$ cat config.mk
export PLATFORM = sky130hd
export DESIGN_NAME = pc_sequencer
export DESIGN_NICKNAME = d
export VERILOG_FILES = /design/src/rtl/pc_seq_pkg.sv /design/src/rtl/pc_ret_stack.sv /design/src/rtl/pc_next_sel.sv /design/src/rtl/pc_sequencer.sv
export SDC_FILE = /design/constraint.sdc
export NUM_CORES = 1
export LEC_CHECK = 0
export BUFFER_PORTS_ARGS = -buffer_cell sky130_fd_sc_hd__buf_2
export CORE_MARGIN = 2
export CORE_UTILIZATION = 50
export CTS_CLUSTER_DIAMETER = 60
export DETAILED_ROUTE_END_ITERATION = 16
export PLACE_DENSITY = 0.69
export SKIP_LAST_GASP = 1
export SLEW_MARGIN = 20
export SYNTH_ARGS = -nofsm -noshare
export SYNTH_HDL_FRONTEND = slang
export SYNTH_HIERARCHICAL = 1
export SYNTH_SLANG_ARGS = --single-unit
$ cat constraint.sdc
create_clock -name clk -period 8.9 [get_ports clk]
set_clock_uncertainty 0.2 [all_clocks]
set_input_delay 1.335 -clock clk [delete_from_list [all_inputs] [get_ports clk]]
set_output_delay 1.335 -clock clk [all_outputs]
set_load 0.005 [all_outputs]
$ cat src/rtl/pc_seq_pkg.sv
package pc_seq_pkg;

   localparam int unsigned PC_WIDTH_DEF   = 13;
   localparam int unsigned IMPL_BITS_DEF  = 12;
   localparam int unsigned STACK_DEF      = 8;

   typedef enum logic [2:0] {
      ACT_HOLD,
      ACT_INC,
      ACT_JUMP,
      ACT_CALL,
      ACT_POP,
      ACT_VECTOR
   } pc_act_e;

endpackage

$ cat src/rtl/pc_ret_stack.sv
module pc_ret_stack #(
   parameter int unsigned W     = 13,
   parameter int unsigned DEPTH = 8
) (
   input  logic                           clk,
   input  logic                           rst,
   input  logic                           push,
   input  logic                           pop,
   input  logic [W-1:0]                   wdata,
   output logic [W-1:0]                   rdata,
   output logic [$clog2(DEPTH+1)-1:0]     depth,
   output logic                           ovf,
   output logic                           unf
);

   localparam int unsigned PW = (DEPTH > 1) ? $clog2(DEPTH) : 1;
   localparam int unsigned CW = $clog2(DEPTH+1);
   localparam logic [CW-1:0] FULL = CW'(DEPTH);

   logic [W-1:0]  slot [DEPTH];
   logic [PW-1:0] wr_ptr;
   logic [PW-1:0] ptr_up;
   logic [PW-1:0] ptr_dn;

   generate
      if (DEPTH < 2) begin : g_bad_depth
         $error("pc_ret_stack: DEPTH must be at least 2");
      end
      if ((DEPTH & (DEPTH - 1)) == 0) begin : g_pow2_wrap
         assign ptr_up = wr_ptr + 1'b1;
         assign ptr_dn = wr_ptr - 1'b1;
      end else begin : g_cmp_wrap
         assign ptr_up = (wr_ptr == PW'(DEPTH-1)) ? '0 : wr_ptr + 1'b1;
         assign ptr_dn = (wr_ptr == '0) ? PW'(DEPTH-1) : wr_ptr - 1'b1;
      end
   endgenerate

   assign rdata = slot[ptr_dn];

   always_ff @(posedge clk) begin
      if (push) begin
         slot[wr_ptr] <= wdata;
      end
   end

   always_ff @(posedge clk) begin
      if (rst) begin
         wr_ptr <= '0;
         depth  <= '0;
         ovf    <= 1'b0;
         unf    <= 1'b0;
      end else if (push) begin
         wr_ptr <= ptr_up;
         if (depth == FULL) begin
            ovf <= 1'b1;
         end else begin
            depth <= depth + 1'b1;
         end
      end else if (pop) begin
         wr_ptr <= ptr_dn;
         if (depth == '0) begin
            unf <= 1'b1;
         end else begin
            depth <= depth - 1'b1;
         end
      end
   end


   depth_bound_chk: assert property (@(posedge clk) disable iff (rst)
      depth <= FULL);


   ovf_sticky_chk: assert property (@(posedge clk) disable iff (rst)
      ovf |=> ovf);


   full_push_chk: assert property (@(posedge clk) disable iff (rst)
      (push && depth == FULL) |=> (ovf && depth == FULL));


   unf_sticky_chk: assert property (@(posedge clk) disable iff (rst)
      unf |=> unf);


   empty_pop_chk: assert property (@(posedge clk) disable iff (rst)
      (pop && !push && depth == '0) |=> (unf && depth == '0));

   push_pop_excl_chk: assert property (@(posedge clk) disable iff (rst)
      !(push && pop));

endmodule

$ cat src/rtl/pc_next_sel.sv
module pc_next_sel
   import pc_seq_pkg::*;
#(
   parameter int unsigned          PC_W    = 13,
   parameter int unsigned          IMPL_W  = 12,
   parameter logic [PC_W-1:0]      INT_VEC = 13'h0004
) (
   input  logic [PC_W-1:0] pc,
   input  logic [PC_W-1:0] tgt,
   input  logic [PC_W-1:0] pop_data,
   input  logic            irq,
   input  logic            step,
   input  logic            jump,
   input  logic            call,
   input  logic            any_ret,
   output logic [PC_W-1:0] nxt,
   output logic            push_en,
   output logic [PC_W-1:0] push_data,
   output logic            pop_en
);

   localparam logic [PC_W-1:0] KEEP = PC_W'((64'd1 << IMPL_W) - 64'd1);

   pc_act_e act;
   logic [PC_W-1:0] inc_pc;

   assign inc_pc = (pc + PC_W'(1)) & KEEP;

   always_comb begin
      if (irq)          act = ACT_VECTOR;
      else if (call)    act = ACT_CALL;
      else if (jump)    act = ACT_JUMP;
      else if (any_ret) act = ACT_POP;
      else if (step)    act = ACT_INC;
      else              act = ACT_HOLD;
   end

   always_comb begin
      nxt       = pc;
      push_en   = 1'b0;
      pop_en    = 1'b0;
      push_data = inc_pc;
      unique case (act)
         ACT_VECTOR: begin
            nxt       = INT_VEC & KEEP;
            push_en   = 1'b1;
            push_data = pc;
         end
         ACT_CALL: begin
            nxt     = tgt & KEEP;
            push_en = 1'b1;
         end
         ACT_JUMP: nxt = tgt & KEEP;
         ACT_POP: begin
            nxt    = pop_data & KEEP;
            pop_en = 1'b1;
         end
         ACT_INC:  nxt = inc_pc;
         default:  nxt = pc;
      endcase
   end


   fold_range_chk: assert final ((nxt & ~KEEP) == '0);

endmodule

$ cat src/rtl/pc_sequencer.sv
module pc_sequencer
   import pc_seq_pkg::*;
#(
   parameter int unsigned PC_W      = PC_WIDTH_DEF,
   parameter int unsigned IMPL_W    = IMPL_BITS_DEF,
   parameter int unsigned STK_DEPTH = STACK_DEF,
   parameter logic [PC_W-1:0] RST_VEC = '0,
   parameter logic [PC_W-1:0] INT_VEC = PC_W'(4)
) (
   input  logic                              clk,
   input  logic                              rst,
   input  logic                              irq,
   input  logic                              step,
   input  logic                              jump,
   input  logic                              call,
   input  logic                              ret,
   input  logic                              reti,
   input  logic                              retl,
   input  logic [PC_W-1:0]                   tgt,
   output logic [PC_W-1:0]                   pc,
   output logic [$clog2(STK_DEPTH+1)-1:0]    depth,
   output logic                              ovf,
   output logic                              unf
);

   localparam logic [PC_W-1:0] KEEP = PC_W'((64'd1 << IMPL_W) - 64'd1);
   localparam int unsigned CW = $clog2(STK_DEPTH+1);

   generate
      if (IMPL_W > PC_W || IMPL_W < 3) begin : g_bad_impl
         $error("pc_sequencer: IMPL_W must lie between 3 and PC_W");
      end
   endgenerate

   logic [PC_W-1:0] nxt;
   logic [PC_W-1:0] push_data;
   logic [PC_W-1:0] pop_data;
   logic            push_en;
   logic            pop_en;
   logic            any_ret;

   assign any_ret = ret | reti | retl;

   pc_next_sel #(
      .PC_W    (PC_W),
      .IMPL_W  (IMPL_W),
      .INT_VEC (INT_VEC)
   ) u_sel (
      .pc        (pc),
      .tgt       (tgt),
      .pop_data  (pop_data),
      .irq       (irq),
      .step      (step),
      .jump      (jump),
      .call      (call),
      .any_ret   (any_ret),
      .nxt       (nxt),
      .push_en   (push_en),
      .push_data (push_data),
      .pop_en    (pop_en)
   );

   pc_ret_stack #(
      .W     (PC_W),
      .DEPTH (STK_DEPTH)
   ) u_stk (
      .clk   (clk),
      .rst   (rst),
      .push  (push_en & ~rst),
      .pop   (pop_en & ~rst),
      .wdata (push_data),
      .rdata (pop_data),
      .depth (depth),
      .ovf   (ovf),
      .unf   (unf)
   );

   always_ff @(posedge clk) begin
      if (rst) pc <= RST_VEC & KEEP;
      else     pc <= nxt;
   end


   step_inc_chk: assert property (@(posedge clk) disable iff (rst)
      (step && !irq && !call && !jump && !any_ret) |=> pc == (($past(pc) + PC_W'(1)) & KEEP));


   irq_vec_chk: assert property (@(posedge clk) disable iff (rst)
      irq |=> pc == (INT_VEC & KEEP));


   call_depth_chk: assert property (@(posedge clk) disable iff (rst)
      (call && depth < CW'(STK_DEPTH)) |=> depth == $past(depth) + 1'b1);


   idle_hold_chk: assert property (@(posedge clk) disable iff (rst)
      !(irq || step || jump || call || any_ret) |=> ($stable(pc) && $stable(depth)));


   pc_range_chk: assert property (@(posedge clk) disable iff (rst)
      (pc & ~KEEP) == '0);

endmodule

Yosys cells after proc, flatten, opt, wreduce, memory -nomap -nowiden
Memory sizes are Yosys's and may differ from the RTL's.
Cells that the tools add are included.

word-level totals
  bits in registers = 22
  output and inout bits = 19
  word-level logic and storage cells = 50
  memory bits (writable) = 104
  memories = 1

cells by class
  bitwise operators = 6
  reduce and logical (&&, ||, !) cells = 8
  $add $sub $neg = 5
  muxes and demuxes = 17
  eq/ne operators = 8

memories
  name        words  bits a word  read ports  clocked after memory_dff  wr ports  RTL line            source
  u_stk.slot  8      13           1           0                         1         pc_ret_stack.sv:20  logic [W-1:0] slot [DEPTH];

operators with widths
  cell                   count
  $pmux 13 s4            1
  $mux 3                 6
  $mux 4                 4
  $mux 13                1
  $add 12x1->12 const B  1
  $eq 3x2->1 const B     2
  $eq 3x3->1 const B     2
  $reduce_and 3->1       2
  $mux 1                 5
  $add 4x1->4 const B    1
  $eq 4x4->1 const B     1
  $logic_not 4->1        1
  $reduce_bool 4->1      1
  $reduce_or 2->1        2
  $sub 4x1->4 const B    1
  $add 3x1->3 const B    1
  $eq 3x1->1 const B     1
  $sub 3x1->3 const B    1
  $and 1x1->1            2
  $ne 2x1->1 const B     1
  $ne 2x2->1 const B     1
  $not 1->1              2
  $or 1x1->1             2
  $reduce_and 2->1       1
  $reduce_bool 2->1      1

Logic depth before layout (Yosys ltp)
Gate-level depths: netlist of run 1.

  depth after elaboration = 12
  mapped depth = 12
  depth with buffers taken out = 9

Modules after synthesis
The synthesis of run 1 kept the hierarchy.

by module, submodules not included
  module        sequential area each (µm²)  area an instance (µm²)  cells each  times used
  pc_ret_stack  3303.2                      4494.3                  223         1
  pc_next_sel   0.0                         900.9                   139         1
  pc_sequencer  260.2                       371.6                   30          1

Worst setup path before layout of run 1
Ideal clock, no wire load.

  path kind = input port to flip-flop
  from = input port irq
  to = memory u_stk.slot[2][0], enable pin
  buffers on the path = 3
  slack = 4.665 ns
  arrival time = 3.636 ns
  stages on the path = 7
  required time = 8.300 ns
  cells stage by stage = clkbuf_1 clkbuf_1 or2_2 nor2b_1 clkbuf_1 nand2_1 nor3_1

on the way
  longest elaborated chain between the ends = 7
  elaborated cells on any way between the ends = 8

RTL lines
  item                                             RTL line            source
  start, declared                                  pc_sequencer.sv:12  input logic irq,
  $mux 3 *                                         pc_next_sel.sv:30   if (irq) act = ACT_VECTOR;
  $eq 3x3->1 / $eq 3x2->1 (equally long branches)  pc_next_sel.sv:43   unique case (act)
  $reduce_or 2->1 (no source line) *               --
  $mux 1 *                                         pc_next_sel.sv:43
  via push_en                                      pc_sequencer.sv:38  logic push_en;
  $and 1x1->1 *                                    pc_sequencer.sv:69  .push (push_en & ~rst),
  $mux 1 *                                         pc_ret_stack.sv:41  if (push) begin
  $mux 1 (implied by the code) *                   pc_ret_stack.sv:42  slot[wr_ptr] <= wdata;
  end, declared                                    pc_ret_stack.sv:20

Mark *: on every way through the listed nets, which the timed path passes. The rest lies on a longest branch.

Final worst setup path of run 1
  from = register u_stk.wr_ptr[0]
  to = register pc[8]

on the way
  longest elaborated chain between the ends = 3

RTL lines
  item                    RTL line            source
  start, declared         pc_ret_stack.sv:21  logic [PW-1:0] wr_ptr;
  start signal, assigned  pc_ret_stack.sv:53  wr_ptr <= ptr_up;
  start signal, assigned  pc_ret_stack.sv:60  wr_ptr <= ptr_dn;
  $sub 3x1->3             pc_ret_stack.sv:31  assign ptr_dn = wr_ptr - 1'b1;
  $mem_v2 8x13            --
  via pop_data[8]         pc_sequencer.sv:37  logic [PC_W-1:0] pop_data;
  $pmux 13 s4             pc_next_sel.sv:43
  via nxt[8]              pc_sequencer.sv:35  logic [PC_W-1:0] nxt;
  end signal, assigned    pc_sequencer.sv:79  if (rst) pc <= RST_VEC & KEEP;
  end signal, assigned    pc_sequencer.sv:80  else pc <= nxt;
  end, declared           pc_sequencer.sv:20  output logic [PC_W-1:0] pc,

The timed path passes the listed nets, and every way through them passes these cells. The select of a mux whose other input is x is not followed.
A chain may end at the register's enable or synchronous reset.

==> results of run 1 <==
power by group through the flow:
stage          logic, uW  registers [uW]  clock network (uW)
6_report             178             643                 667
3_5_place_dp         178             654                   0
4_1_cts              180             643                 675
2_1_floorplan        141             640                   0
5_1_grt              193             646                 701
3_3_place_gp         174             652                   0
area by class of cell:
class	instances	share of cell area (%)
timing repair buffer	49	4.25
inverter	7	0.413
tap	140	2.75
clock inverter	12	2.56
sequential	118	52.2
antenna	1	0.0393
clock buffer	17	6.51
multi-input combinational	231	31.3
path summary, 6_finish.rpt:
check	start	endpoint	slack (ps)	cells past startpoint
setup / recovery	u_stk/wr_ptr[0]	pc[8]	5140	10
hold / removal	u_stk/ovf	u_stk/ovf	280	2
setup reg to reg	u_stk/wr_ptr[0]	pc[8]	5140	10
hold reg to reg	u_stk/ovf	u_stk/ovf	280	2
worst max-delay path: stages, from the launching register on:
cell	delay [ps]
dfxtp_2	990
inv_1	240
ha_1	390
buf_4	350
mux4_2	370
mux2_2	280
nand2_1	80
a311o_1	200
a21oi_1	70
o2bb2a_1	320
nor2b_1	130
sequential cells by signal (all words and copies together) (netlist names):
name / flops
u_stk/ovf: 1
u_stk/wr_ptr: 3
u_stk/unf: 1
u_stk/slot: 96
u_stk/depth: 4
pc: 13
stage by stage:
stage / total power, uW / hold slack [ps] / area, um2 / cells / utilization, %
after detailed placement: 832 / 261 / 5790 / 545 / 53.8
after floorplan: 781 / 261 / 5460 / 380 / -
after CTS: 1500 / 282 / 6360 / 574 / 59.2
after global placement: 826 / 256 / 5790 / 545 / 53.8
final: 1490 / 282 / 6360 / 575 / 59.2
after global routing: 1540 / 308 / 6360 / 574 / 59.2
per-layer routing:
metal / GRT usage (%) / wire, um
met3: 4.76 / 529
met1: 26.5 / 4970
met4: 8.24 / 182
met5: 0 / 0
met2: 34.4 / 5830
==> impl_results.md, run 1 <==
- Sinks on Clock Net: between 100 and 150
- Fin crit period: 3760 ps
- DP Wirelength: 7.30 mm
- Final hold viol count: 0
- HP Class: flop to flop
- Vias: 3,370
- Crit Path Max Fanout: 30
- Synth Instances: 380
- Crit share post-route: 42.2%
- Vias in the first global route: 3,417
- Num rows: 38
- Unrepaired setup endpoints after global routing: no
- PostCTS Resize Cnt: 0
- Clock latency on the worst-skew pair: approximately 500 ps
- Final Setup Violations: 0
- Most frequent cells in the layout: edfxtp_1, buf_2, nor2_1
- Syn_nets: slightly above 400
- Drt via density: 5.86
- Die width: 109 um
- Initial antenna violation count: 1
- Reg power frac: between 40% and 50%
- Psw: 337 uW
- H-tree depth: 4
- Peak supply drop: 133 uV
- Clk root buf: clkbuf_8
- Final ANT Viol Nets: 0
- Routability cong.: 0.894
- P_leak: 0.00229 uW
- Clock-pin slew on the worst setup and hold paths: 50 ps
- Final Net Count: 452
- Worst Slack Setup Final: slightly above 5000 ps
- Post-CTS Setup Bufs: 0
- Critical path class: flop to flop
- Mapped Avg Cell Area: 14.4 um2
- Worst path required time: between 9000 and 10,000 ps
- Global-route usage over all layers: 20.8%
- Largest net degree at the start of global routing: 31
- Drt pass-1 iters: 5
- Status: finished, final reports clean
- Reg area: around 3300 um2
- Ports: 41
- Max-Cap Viols: 0
- Core area: between 10,000 and 15,000 um2
- Syn-to-layout area delta: 16.6%
- Combinational power share: about an eighth
- Pwr/cell area: 234 nW/um2
- Fillers: 851
- Switch share: 22.7%
- Per-cell routed wire length: between 20 and 25 um
- Clock power frac: 44.9%
- YS warnings: 6
- Overall routed net length: roughly 12 mm
- Final Max Slew Viols: 0
- CP arrival: between 3000 and 4000 ps
- Internal: 1150 uW
- First-pass GRT wire length: 17.8 mm
- Commonest non-fill, non-tap cell in the layout: edfxtp_1
- Share of layout cells above drive strength 1: 28.1%
- Sum of negative setup slack: 0 ps
- Slew at the pin with the worst max-slew slack: slightly above 1000 ps
- Die Height: 109 um
- Die footprint: approximately 12,000 um2
- Initial detailed-routing violation count: 354
- Post-CTS Hold Fix Bufs: 0
- Clk buf depth: 2
- Cell Area, Synth: around 5500 um2
- TritonCTS clock tree: yes
- Achievable Freq: 266 MHz
- Crit. End Element: flop
- Max_slew headroom: ~32%
- Multi-input gate area: about 2000 um2
- Dpl ws: between 4000 and 5000 ps
- IO buf count: 39
- Remaining DRCs: 0
- Crit path launch type: flop
- TritonCTS buffer count: 17
- Grt total ovfl: 0
- Initial Util: 50.8%
Note: power is estimated with default switching activity, not from simulation.
==> inputs of run 2 (changes only) <==
clock period = 3.9 ns   (was 8.9 ns; I/O delays follow)
==> run 2 against run 1 <==
  * Critical path depth unchanged
  * Non-clock buffer count up 6
  * Register-to-register slack worse by 4400 ps
  * Critical path type unchanged
==> impl_results.md, run 2 (same netlist as run 1, synthesis figures left out) <==
- Routability cong.: between 0.8 and 0.9
- Core area: 10,700 um2
- Max_slew headroom: 42.5%
- H-tree depth: 4
- Vias: around 3,400
- Largest net degree at the start of global routing: 31
- Critical path class: flop to flop
- Top reg by flops: u_stk/slot
- Met3 wire length: 389 um
- DP Wirelength: 7.63 mm
- Worst r2r path cells: 10
- Crit-path slowest cell: ha_1
- Num rows: 38
- Hold Path Cell Cnt: 4
- Per-cell routed wire length: 19.9 um
- Unrepaired setup endpoints after global routing: no
- Die footprint: 11,800 um2
- Worst hold endpoint: pc[2]
- Worst R2R End: pc[5]
- TritonCTS buffer count: 17
- Largest regs: u_stk/slot x96, pc x13, u_stk/depth x4
- WL met2: 5.85 mm
- PostCTS Resize Cnt: 0
- Grt total ovfl: 0
- Fin crit period: 3130 ps
- Ports: 41
- Fillers: 844
- First-pass GRT wire length: 18.0 mm
- Initial antenna violation count: 1
- Clock latency on the worst-skew pair: around 520 ps
- Status: finished, final reports clean
- Final Setup Violations: 0
- TritonCTS clock tree: yes
- IO buf count: 39
- Fin util: 59.9%
- P_leak: roughly 0.0023 uW
- Final ANT Viol Nets: 0
- Final hold viol count: 0
- Max-Cap Viols: 0
- Worst path required time: between 4000 and 5000 ps
- Vias in the first global route: 3,379
- Remaining DRCs: 0
- Sinks on Clock Net: 118
- Drt pass-1 iters: 4
- Crit Path Max Fanout: 17
- Die Height: 109 um
- Final Net Count: 458
- Post-CTS Hold Fix Bufs: 0
- Achievable Freq: 320 MHz
- Clk buf depth: 2
- Clk root buf: clkbuf_8
- Initial Util: approximately half
- Crit share post-route: 80.2%
- Hold path startpoint: tgt[2]
- ANT cells: 0
- Max reg flops: 96
- Worst R2R Start: u_stk/wr_ptr[1]
- Sum of negative setup slack: 0 ps
- Initial detailed-routing violation count: around 300
- Share of layout cells above drive strength 1: 29.8%
- Final Max Slew Viols: 0
- Drt via density: 5.86
- Crit. End Element: flop
- Top routing layer used: met4
- Crit path launch type: flop
- Post-Route M1 WL: 5.26 mm
- Peak supply drop: 443 uV
- Post-CTS Setup Bufs: 0
- Commonest non-fill, non-tap cell in the layout: edfxtp_1
- CP arrival: 3320 ps
- Pwr/cell area: 535 nW/um2
- Most frequent cells in the layout: edfxtp_1, buf_2, nor2_1
- Critical-path cell list: inv_1 > ha_1 > buf_4 > mux4_2 > mux2_2 > nand2_1 > and3_1 > o32ai_2 > o21a_1 > nor2b_1
- HP Class: primary input to flop
- Global-route usage over all layers: 21.3%
- Max stage delay on crit path: 820 ps
- R2R setup slack: 770 ps
- Syn-to-layout area delta: 18.0%
- Clock-pin slew on the worst setup and hold paths: ~60 ps
- Die width: 109 um
- Slew at the pin with the worst max-slew slack: 859 ps
- Overall routed net length: 11.6 mm
[run 2: cell count changes in the layout (fill, tap and decap cells not counted), sizes merged]
cell / previous run / this run
buf: 49 / 55
clkbuf: 17 / 22
bufinv: 4 / 2
clkinv: 6 / 4
clkinvlp: 2 / 3
diode: 1 / 0
inv: 7 / 8
[run 2: power breakdown]
part	internal, uW	switching (uW)
combinational	212	225
sequential	1410	37.8
clock	1020	546
total	2640	809
[run 2: metal layers]
metal / vias to the layer above / global-route usage, %
li1: 1578 / -
met4: 0 / 7.69
met3: 11 / 5.61
met2: 72 / 34.0
met5: - / 0
met1: 1755 / 28.4
[run 2: worst max-delay path by stage]
stage / from / endpoint / slack (ps) / cells past startpoint
CTS: u_stk/wr_ptr[1] / pc[5] / 780 / 10
detailed placement: u_stk/wr_ptr[1] / pc[2] / 810 / 7
finish: u_stk/wr_ptr[1] / pc[5] / 770 / 10
global route: u_stk/wr_ptr[1] / pc[5] / 590 / 10
global placement: u_stk/wr_ptr[1] / pc[2] / 810 / 7
floorplan: irq / u_stk/slot[2][0] / 500 / 7
[run 2: through the flow]
| stage | cells | hold WS, ps | instance area (um2) | power (uW) | setup slack, ps |
|---|---|---|---|---|---|
| 3_5_place_dp | 551 | 269 | 5830 | 1910 | 809 |
| 5_1_grt | 583 | 242 | 6440 | 3570 | 586 |
| 4_1_cts | 583 | 195 | 6440 | 3480 | 777 |
| 2_1_floorplan | 380 | 261 | 5460 | 1780 | 500 |
| 6_report | 583 | 214 | 6440 | 3450 | 772 |
| 3_3_place_gp | 551 | 256 | 5830 | 1890 | 811 |
[run 2: area by class of cell]
| type | instances | area [um2] | area share [%] |
|---|---|---|---|
| clock buffers | 22 | 495 | 7.69 |
| clock inverters | 10 | 115 | 1.79 |
| inverters | 7 | 26.3 | 0.408 |
| multi-input cells | 231 | 1990 | 30.9 |
| flip-flops and latches | 118 | 3320 | 51.6 |
| well taps | 140 | 175 | 2.72 |
| repair buffers | 55 | 315 | 4.90 |
[run 2: worst max-delay path, delay by kind of cell (launching register included)]
family	cells	cell delay, ps
AOI/OAI and AO/OA	2	180
and+or+nand+nor	3	360
buffers and inverters	2	420
adders and majority gates	1	820
muxes	2	630
DFF	1	380
